===== src/rtl/modem_regif_pkg.sv =====
package modem_regif_pkg;
  localparam int ADR_CTL0 = 0;
  localparam int ADR_CTL1 = 1;
  localparam int ADR_DET  = 2;
  localparam int ADR_TONE = 3;

  localparam int TXEN_BIT  = 1;
  localparam int TMODE_BIT = 4;
  localparam int CKSEL_BIT = 7;

  localparam int NUM_PINS = 5;
  // idle levels of {sclk, wr_n, rd_n, cs_n, ale}
  localparam logic [NUM_PINS-1:0] PIN_IDLE = 5'b01110;
endpackage


===== src/rtl/modem_regif_sync.sv =====
module modem_regif_sync #(
  parameter int W = 1,
  parameter int STAGES = 2,
  parameter logic [W-1:0] RST_VAL = '0
) (
  input  logic         clk,
  input  logic         rst,
  input  logic [W-1:0] d,
  output logic [W-1:0] q
);
  logic [STAGES-1:0][W-1:0] pipe;

  always_ff @(posedge clk) begin
    if (rst) begin
      for (int s = 0; s < STAGES; s++) pipe[s] <= RST_VAL;
    end else begin
      pipe[0] <= d;
      for (int s = 1; s < STAGES; s++) pipe[s] <= pipe[s-1];
    end
  end

  assign q = pipe[STAGES-1];
endmodule


===== src/rtl/modem_regif_host.sv =====
module modem_regif_host #(
  parameter int DW = 8,
  parameter int AW = 3
) (
  input  logic          clk,
  input  logic          rst,
  input  logic          ale,
  input  logic          cs_n,
  input  logic          rd_n,
  input  logic          wr_n,
  input  logic          sclk,
  input  logic [DW-1:0] ad,
  input  logic [DW-1:0] rd_data,
  output logic          wr_stb,
  output logic [DW-1:0] wr_data,
  output logic [AW-1:0] acc_addr,
  output logic          rd_done,
  output logic [DW-1:0] ad_o,
  output logic [DW-1:0] ad_oe_o
);
  localparam logic [DW-1:0] SER_OE = {1'b1, {(DW-1){1'b0}}};

  logic ale_q, rd_q, wr_q, sclk_q;
  logic ale_fall, rd_fall, rd_rise, wr_rise, sclk_fall;
  logic ser_mode, access_ok, cs_act;
  logic [AW-1:0] addr_lat;
  logic [DW-1:0] sin_q, sout_q;

  always_ff @(posedge clk) begin
    if (rst) begin
      ale_q  <= 1'b0;
      rd_q   <= 1'b1;
      wr_q   <= 1'b1;
      sclk_q <= 1'b0;
    end else begin
      ale_q  <= ale;
      rd_q   <= rd_n;
      wr_q   <= wr_n;
      sclk_q <= sclk;
    end
  end

  assign ale_fall  = ale_q & ~ale;
  assign rd_fall   = rd_q & ~rd_n;
  assign rd_rise   = ~rd_q & rd_n;
  assign wr_rise   = ~wr_q & wr_n;
  assign sclk_fall = sclk_q & ~sclk;
  assign ser_mode  = ale & ~cs_n;

  // address and select capture for the multiplexed bus
  always_ff @(posedge clk) begin
    if (rst) begin
      addr_lat <= '0;
      cs_act   <= 1'b0;
    end else if (ale_fall) begin
      addr_lat <= ad[AW-1:0];
      cs_act   <= ~cs_n;
    end
  end

  assign access_ok = ser_mode | cs_act;
  assign acc_addr  = ser_mode ? ad[AW-1:0] : addr_lat;
  assign wr_stb    = wr_rise & access_ok;
  assign rd_done   = rd_rise & access_ok;
  assign wr_data   = ser_mode ? sin_q : ad;

  // serial shifters, least significant bit first
  always_ff @(posedge clk) begin
    if (rst) begin
      sin_q  <= '0;
      sout_q <= '0;
    end else begin
      if (ser_mode && sclk_fall && rd_n)
        sin_q <= {ad[DW-1], sin_q[DW-1:1]};
      if (ser_mode && rd_fall)
        sout_q <= rd_data;
      else if (ser_mode && sclk_fall && !rd_n)
        sout_q <= {1'b0, sout_q[DW-1:1]};
    end
  end

  // registered bus drive
  always_ff @(posedge clk) begin
    if (rst) begin
      ad_o    <= '0;
      ad_oe_o <= '0;
    end else if (ser_mode) begin
      ad_o    <= rd_n ? '0 : {sout_q[0], {(DW-1){1'b0}}};
      ad_oe_o <= rd_n ? '0 : SER_OE;
    end else begin
      ad_o    <= (cs_act && !rd_n) ? rd_data : '0;
      ad_oe_o <= (cs_act && !rd_n) ? '1 : '0;
    end
  end
endmodule


===== src/rtl/modem_regif_regs.sv =====
module modem_regif_regs
  import modem_regif_pkg::*;
#(
  parameter int DW = 8,
  parameter int AW = 3
) (
  input  logic          clk,
  input  logic          rst,
  input  logic          wr_stb,
  input  logic [AW-1:0] acc_addr,
  input  logic [DW-1:0] wr_data,
  input  logic          rd_done,
  input  logic [DW-1:0] det_set,
  output logic [DW-1:0] rd_data,
  output logic [DW-1:0] ctl0,
  output logic [DW-1:0] ctl1,
  output logic [DW-1:0] tone,
  output logic          irq_n,
  output logic          tone_start
);
  logic [DW-1:0] det_q;
  logic det_clr, wr_ctl0, wr_ctl1, wr_tone;

  assign det_clr = rd_done && (acc_addr == AW'(ADR_DET));
  assign wr_ctl0 = wr_stb && (acc_addr == AW'(ADR_CTL0));
  assign wr_ctl1 = wr_stb && (acc_addr == AW'(ADR_CTL1));
  assign wr_tone = wr_stb && (acc_addr == AW'(ADR_TONE));

  always_ff @(posedge clk) begin
    if (rst) begin
      ctl0 <= '0;
      ctl1 <= '0;
      tone <= '0;
    end else begin
      if (wr_ctl0) ctl0 <= wr_data;
      if (wr_ctl1) ctl1 <= wr_data;
      if (wr_tone) tone <= wr_data;
    end
  end

  always_ff @(posedge clk) begin
    if (rst) tone_start <= 1'b0;
    else tone_start <= wr_ctl0 && wr_data[TXEN_BIT] && !ctl0[TXEN_BIT] && tone[TMODE_BIT];
  end

  // sticky flags: a new flag wins over a simultaneous read-clear
  always_ff @(posedge clk) begin
    if (rst) begin
      det_q <= '0;
      irq_n <= 1'b1;
    end else begin
      det_q <= (det_clr ? '0 : det_q) | det_set;
      if (|det_set) irq_n <= 1'b0;
      else if (det_clr) irq_n <= 1'b1;
    end
  end

  always_comb begin
    case (acc_addr)
      AW'(ADR_CTL0): rd_data = ctl0;
      AW'(ADR_CTL1): rd_data = ctl1;
      AW'(ADR_DET):  rd_data = det_q;
      AW'(ADR_TONE): rd_data = tone;
      default:       rd_data = '0;
    endcase
  end
endmodule


===== src/rtl/modem_regif.sv =====
module modem_regif
  import modem_regif_pkg::*;
#(
  parameter int DATA_W = 8,
  parameter int ADDR_W = 3,
  parameter int SYNC_STAGES = 2
) (
  input  logic              clk,
  input  logic              rst,
  input  logic              ale_i,
  input  logic              cs_n_i,
  input  logic              rd_n_i,
  input  logic              wr_n_i,
  input  logic              sclk_i,
  input  logic [DATA_W-1:0] ad_i,
  output logic [DATA_W-1:0] ad_o,
  output logic [DATA_W-1:0] ad_oe_o,
  input  logic [DATA_W-1:0] det_i,
  output logic              irq_n_o,
  output logic [DATA_W-1:0] ctl0_o,
  output logic [DATA_W-1:0] ctl1_o,
  output logic [DATA_W-1:0] tone_o,
  output logic              tone_start_o
);
  localparam int SW = DATA_W + NUM_PINS;
  localparam logic [SW-1:0] SYNC_RST = {{DATA_W{1'b0}}, PIN_IDLE};

  logic [SW-1:0] pins_s;
  logic [DATA_W-1:0] ad_s, rd_data, wr_data;
  logic ale_s, cs_s, rd_s, wr_s, sclk_s;
  logic wr_stb, rd_done;
  logic [ADDR_W-1:0] acc_addr;

  modem_regif_sync #(.W(SW), .STAGES(SYNC_STAGES), .RST_VAL(SYNC_RST)) u_sync (
    .clk (clk),
    .rst (rst),
    .d   ({ad_i, sclk_i, wr_n_i, rd_n_i, cs_n_i, ale_i}),
    .q   (pins_s)
  );

  assign {ad_s, sclk_s, wr_s, rd_s, cs_s, ale_s} = pins_s;

  modem_regif_host #(.DW(DATA_W), .AW(ADDR_W)) u_host (
    .clk      (clk),
    .rst      (rst),
    .ale      (ale_s),
    .cs_n     (cs_s),
    .rd_n     (rd_s),
    .wr_n     (wr_s),
    .sclk     (sclk_s),
    .ad       (ad_s),
    .rd_data  (rd_data),
    .wr_stb   (wr_stb),
    .wr_data  (wr_data),
    .acc_addr (acc_addr),
    .rd_done  (rd_done),
    .ad_o     (ad_o),
    .ad_oe_o  (ad_oe_o)
  );

  modem_regif_regs #(.DW(DATA_W), .AW(ADDR_W)) u_regs (
    .clk        (clk),
    .rst        (rst),
    .wr_stb     (wr_stb),
    .acc_addr   (acc_addr),
    .wr_data    (wr_data),
    .rd_done    (rd_done),
    .det_set    (det_i),
    .rd_data    (rd_data),
    .ctl0       (ctl0_o),
    .ctl1       (ctl1_o),
    .tone       (tone_o),
    .irq_n      (irq_n_o),
    .tone_start (tone_start_o)
  );
endmodule


===== config.mk =====
export PLATFORM = sky130hd
export DESIGN_NAME = modem_regif
export DESIGN_NICKNAME = d
export VERILOG_FILES = /design/src/rtl/modem_regif_pkg.sv /design/src/rtl/modem_regif_sync.sv /design/src/rtl/modem_regif_host.sv /design/src/rtl/modem_regif_regs.sv /design/src/rtl/modem_regif.sv
export SDC_FILE = /design/constraint.sdc
export NUM_CORES = 1
export LEC_CHECK = 0
export BUFFER_PORTS_ARGS = -buffer_cell sky130_fd_sc_hd__buf_2
export CAP_MARGIN = 20
export CELL_PAD_IN_SITES_DETAIL_PLACEMENT = 0
export CELL_PAD_IN_SITES_GLOBAL_PLACEMENT = 1
export CORE_MARGIN = 4
export CORE_UTILIZATION = 44
export CTS_BUF_LIST = sky130_fd_sc_hd__clkbuf_8
export CTS_CLUSTER_SIZE = 24
export DETAILED_ROUTE_END_ITERATION = 12
export PLACE_DENSITY = 0.93
export SLEW_MARGIN = 20
export SYNTH_ARGS = -nofsm -noshare
export SYNTH_HDL_FRONTEND = slang
export SYNTH_SLANG_ARGS = --single-unit

===== constraint.sdc =====
create_clock -name clk -period 2.2 [get_ports clk]
set_input_delay 0.11 -clock clk [delete_from_list [all_inputs] [get_ports clk]]
set_output_delay 0.11 -clock clk [all_outputs]
set_load 0.02 [all_outputs]

==> flow_metrics.py <==
metrics = {
    "outcome": {
        "outcome": "finished, final reports clean",
    },
    "pwr": {
        "clock_power_share_pct": 41.1,
        "power.density_nw_per_um2": 745,
        "comb_power_share_pct": 4.8,
        "static-leakage-power_nw": 1.88,
        "internal-power_w": 0.00255,
        "p_switching_w": 0.000694,
        "power.share.switching_pct": 21.4,
        "vdd_ir_drop_max_uv": 367,
        "seqPwrFrac_pct": 54.1,
        "total_power_w": 0.00325,
    },
    "floorplanning": {
        "die_height_um": 97.6,
        "ios": 65,
        "dieArea_um2": 9520,
        "initial_utilization_pct": 45.4,
        "core.rowCount": 32,
        "die_w_um": 97.6,
        "core_um2": 7770,
    },
    "route": {
        "post_detailed_route_via_to_cell_ratio": 5.14,
        "drt-initial-drc-count": 193,
        "vias": 2746,
        "wire_per_inst_um": 14.8,
        "firstDrtPassIters": 5,
        "finalWirelength_um": 7890,
        "drt_drc_violations_left": 0,
        "ant_nets": 0,
    },
    "final_layout": {
        "nNetsFinal": 450,
        "stdcell_area_um2": 4350,
        "layout-area-overhead-vs-synth_pct": 23.4,
        "fraction_of_layout_cells_with_a_size_suffix_above_1_pct": 26.4,
        "antenna_cells_inserted": 0,
    },
    "hold_path": {
        "whs_path_depth": 3,
        "hp-class": "input pin to flop",
        "holdCritStartpoint": "det_i[6]",
        "worstHoldEndpoint": "u_regs.det_q[6]",
    },
    "timing": {
        "slew_viol_final": 0,
        "max_slew.worst_pin.slew_ps": 807,
        "final_layout_setup_total_negative_slack_ps": 0,
        "post-route-period-util_pct": 89.3,
        "timing.slew.headroom_pct": 46.2,
        "final_period_minus_worst_setup_slack_ps": 1970,
        "unrepaired_setup_endpoints_after_global_routing": "no",
        "achievable-frequency_ghz": 0.509,
        "finalClockSkew_ps": 10.9,
        "timing.final.setup_violations": 0,
        "timing.final.hold_violations": 0,
    },
    "clock_network": {
        "cts_num_sinks": 94,
        "cts.path.max_buffers": 2,
        "cts.reportedPaths.clkPinSlew_ps": 90,
        "cts_root_buffer": "clkbuf_8",
        "cts_tree": "done",
        "clock_insertion_delay_worst_skew_ps": 370,
        "cts_buffers": 9,
        "cts_resized": 0,
        "cts_max_level": 3,
    },
    "synth": {
        "yosys_register_bits": 94,
        "seq_total_area_yosys_pct": 53.3,
        "synth_top_cell_by_area": "dfxtp_1",
        "syn-num-nets": 368,
        "synth-async-reset-ratio_pct": 0,
        "postSynthAreaPerCell_um2": 10.2,
        "most_frequent_cells_after_synthesis": "94 x dfxtp_1, 49 x nor2_1, 25 x nor2b_1",
        "synth_most_common_cell": "dfxtp_1",
        "yosys_most_used_dff": "dfxtp_1",
        "synth_top_cells_by_area": "dfxtp_1 53%, mux2i_1 5.7%, nor2_1 5.2%",
        "synthesis.yosys.warnings": 0,
        "synth_cells": 345,
        "edff_count_synth": 0,
        "syn-cell-area_um2": 3530,
        "synth_largest_type_area_fraction_pct": 53.3,
        "synth.lib_cells_used.distinct": 41,
    },
    "critical_path": {
        "critical_path.n_buffers_inverters": 1,
        "critical_path_arrival_ps": 2250,
        "crit_slowest_cell": "mux2_2",
        "required_ps": 2480,
        "timing.critical_path.cells": "nor2b_4, mux2_2, nor3b_4, buf_4, nor2_1, a211oi_1",
        "timing.critical_path.from_type": "flop",
        "path_delay_family": "simple AND/OR/NAND/NOR gates",
        "critical_path.max_fanout": 17,
        "r2r_start": "u_sync.q[0]",
        "worstRegToRegCells": 6,
        "criticalPathCategory": "flop to flop",
        "highest_cell_delay_on_the_worst_timing_path_ps": 490,
        "r2r_end": "u_regs.ctl0[6]",
        "r2r_slack_ps": 230,
        "cp-end-kind": "flop",
    },
    "grt": {
        "grt_antenna_before_repair": 0,
        "grt_pass1_vias": 2624,
        "grt_max_degree": 84,
        "grt_overflow_total": 0,
        "grt_first_pass_wirelength_um": 13000,
        "grt_util_all_layers_pct": 17.0,
    },
    "place": {
        "placement.cell_area_um2": 3870,
        "place_congestion": 0.858,
        "port_buffers": 64,
        "dp_hpwl_um": 5430,
    },
    "flow_run": {
        "cap_viol_max_count": 0,
    },
}
## power groups by stage
stage / Combinational, W / Sequential (W) / Clock, W
after floorplan: 0.0000799 / 0.00179 / 0
after global placement: 0.000124 / 0.00180 / 0
after detailed placement: 0.000125 / 0.00180 / 0
after CTS: 0.000153 / 0.00176 / 0.00136
after global routing: 0.000170 / 0.00176 / 0.00143
final: 0.000154 / 0.00176 / 0.00133
## logic make-up (layout without fill, tap and decap cells)
logic type / Yosys count / in the layout / share of synthesized area (%)
flops: 94 / 94 / 53.3
compound gates: 79 / 79 / 16.7
buf+inv: 29 / 116 / 4.89
mux: 21 / 21 / 5.99
simple gates: 122 / 122 / 19.1
## cell usage in the layout (no fill, tap or decap), types with 14 or more instances in the layout
master         count
a211oi_1          24
a22oi_1           20
buf_2             64
buf_4             14
dfxtp_1           94
dlygate4sd3_1     19
mux2i_1           20
nand2_1           14
nor2_1            49
nor2b_1           25
## worst min-delay path: stages
cell,delay (ps)
buf_2,120
a21oi_1,40
nor2_1,70
## worst max path at each step
stage,start,end,slack [ps],cells past startpoint
final,u_sync.q[0],u_regs.ctl0[6],230,6
after global routing,u_sync.q[0],u_regs.ctl0[3],50,6
after CTS,u_sync.q[0],u_regs.ctl0[6],150,6
after detailed placement,u_sync.q[1],u_regs.det_q[1],20,5
after global placement,u_sync.q[1],u_regs.det_q[5],80,5
after floorplan,u_sync.q[0],u_regs.ctl0[7],350,7
## per-stage QoR
step                std cells  hold slack (ps)  worst slack [ps]  util (%)
CTS                       530             1.15               147      55.7
global placement          492              296              81.8      49.8
floorplan                 345              214               350         -
detailed placement        492              297              18.9      49.8
finish                    534             9.69               235      56.1
global route              534             45.1              52.0      56.1
## metal layers
metal | vias to the layer above | GRT usage (%) | share of wire [%]
met2 | 97 | 26.9 | 46
met1 | 1259 | 22.4 | 46
met4 | 0 | 7.77 | 1.7
li1 | 1377 | - | -
met3 | 13 | 3.02 | 6.8
met5 | - | 0 | 0
## timing repair
item,in CTS,in global routing
hold buffers,19,0
pin swaps,1,1
buffers inserted,3,4
hold endpoints to repair,19,0
gates cloned,0,0
endpoints found under the setup margin,1,13
## layout make-up
class	count	area, um^2
timing repair buffer	97	616
fill	689	3410
multi-input combinational	222	1480
sequential	94	1880
tap	102	128
clock inverter	4	77.6
inverter	3	11.3
clock buffer	12	165
## registers in the layout (all words and copies together) (netlist names), 2 cells and up
| signal | count |
|---|---|
| u_regs.tone | 8 |
| u_host.ad_o | 8 |
| u_sync.pipe | 13 |
| u_regs.det_q | 8 |
| u_regs.ctl0 | 8 |
| u_host.sout_q | 8 |
| u_sync.q | 13 |
| u_host.sin_q | 8 |
| u_regs.ctl1 | 8 |
| u_host.ad_oe_o | 2 |
| u_host.addr_lat | 3 |
Note: power is estimated with default switching activity, not from simulation.
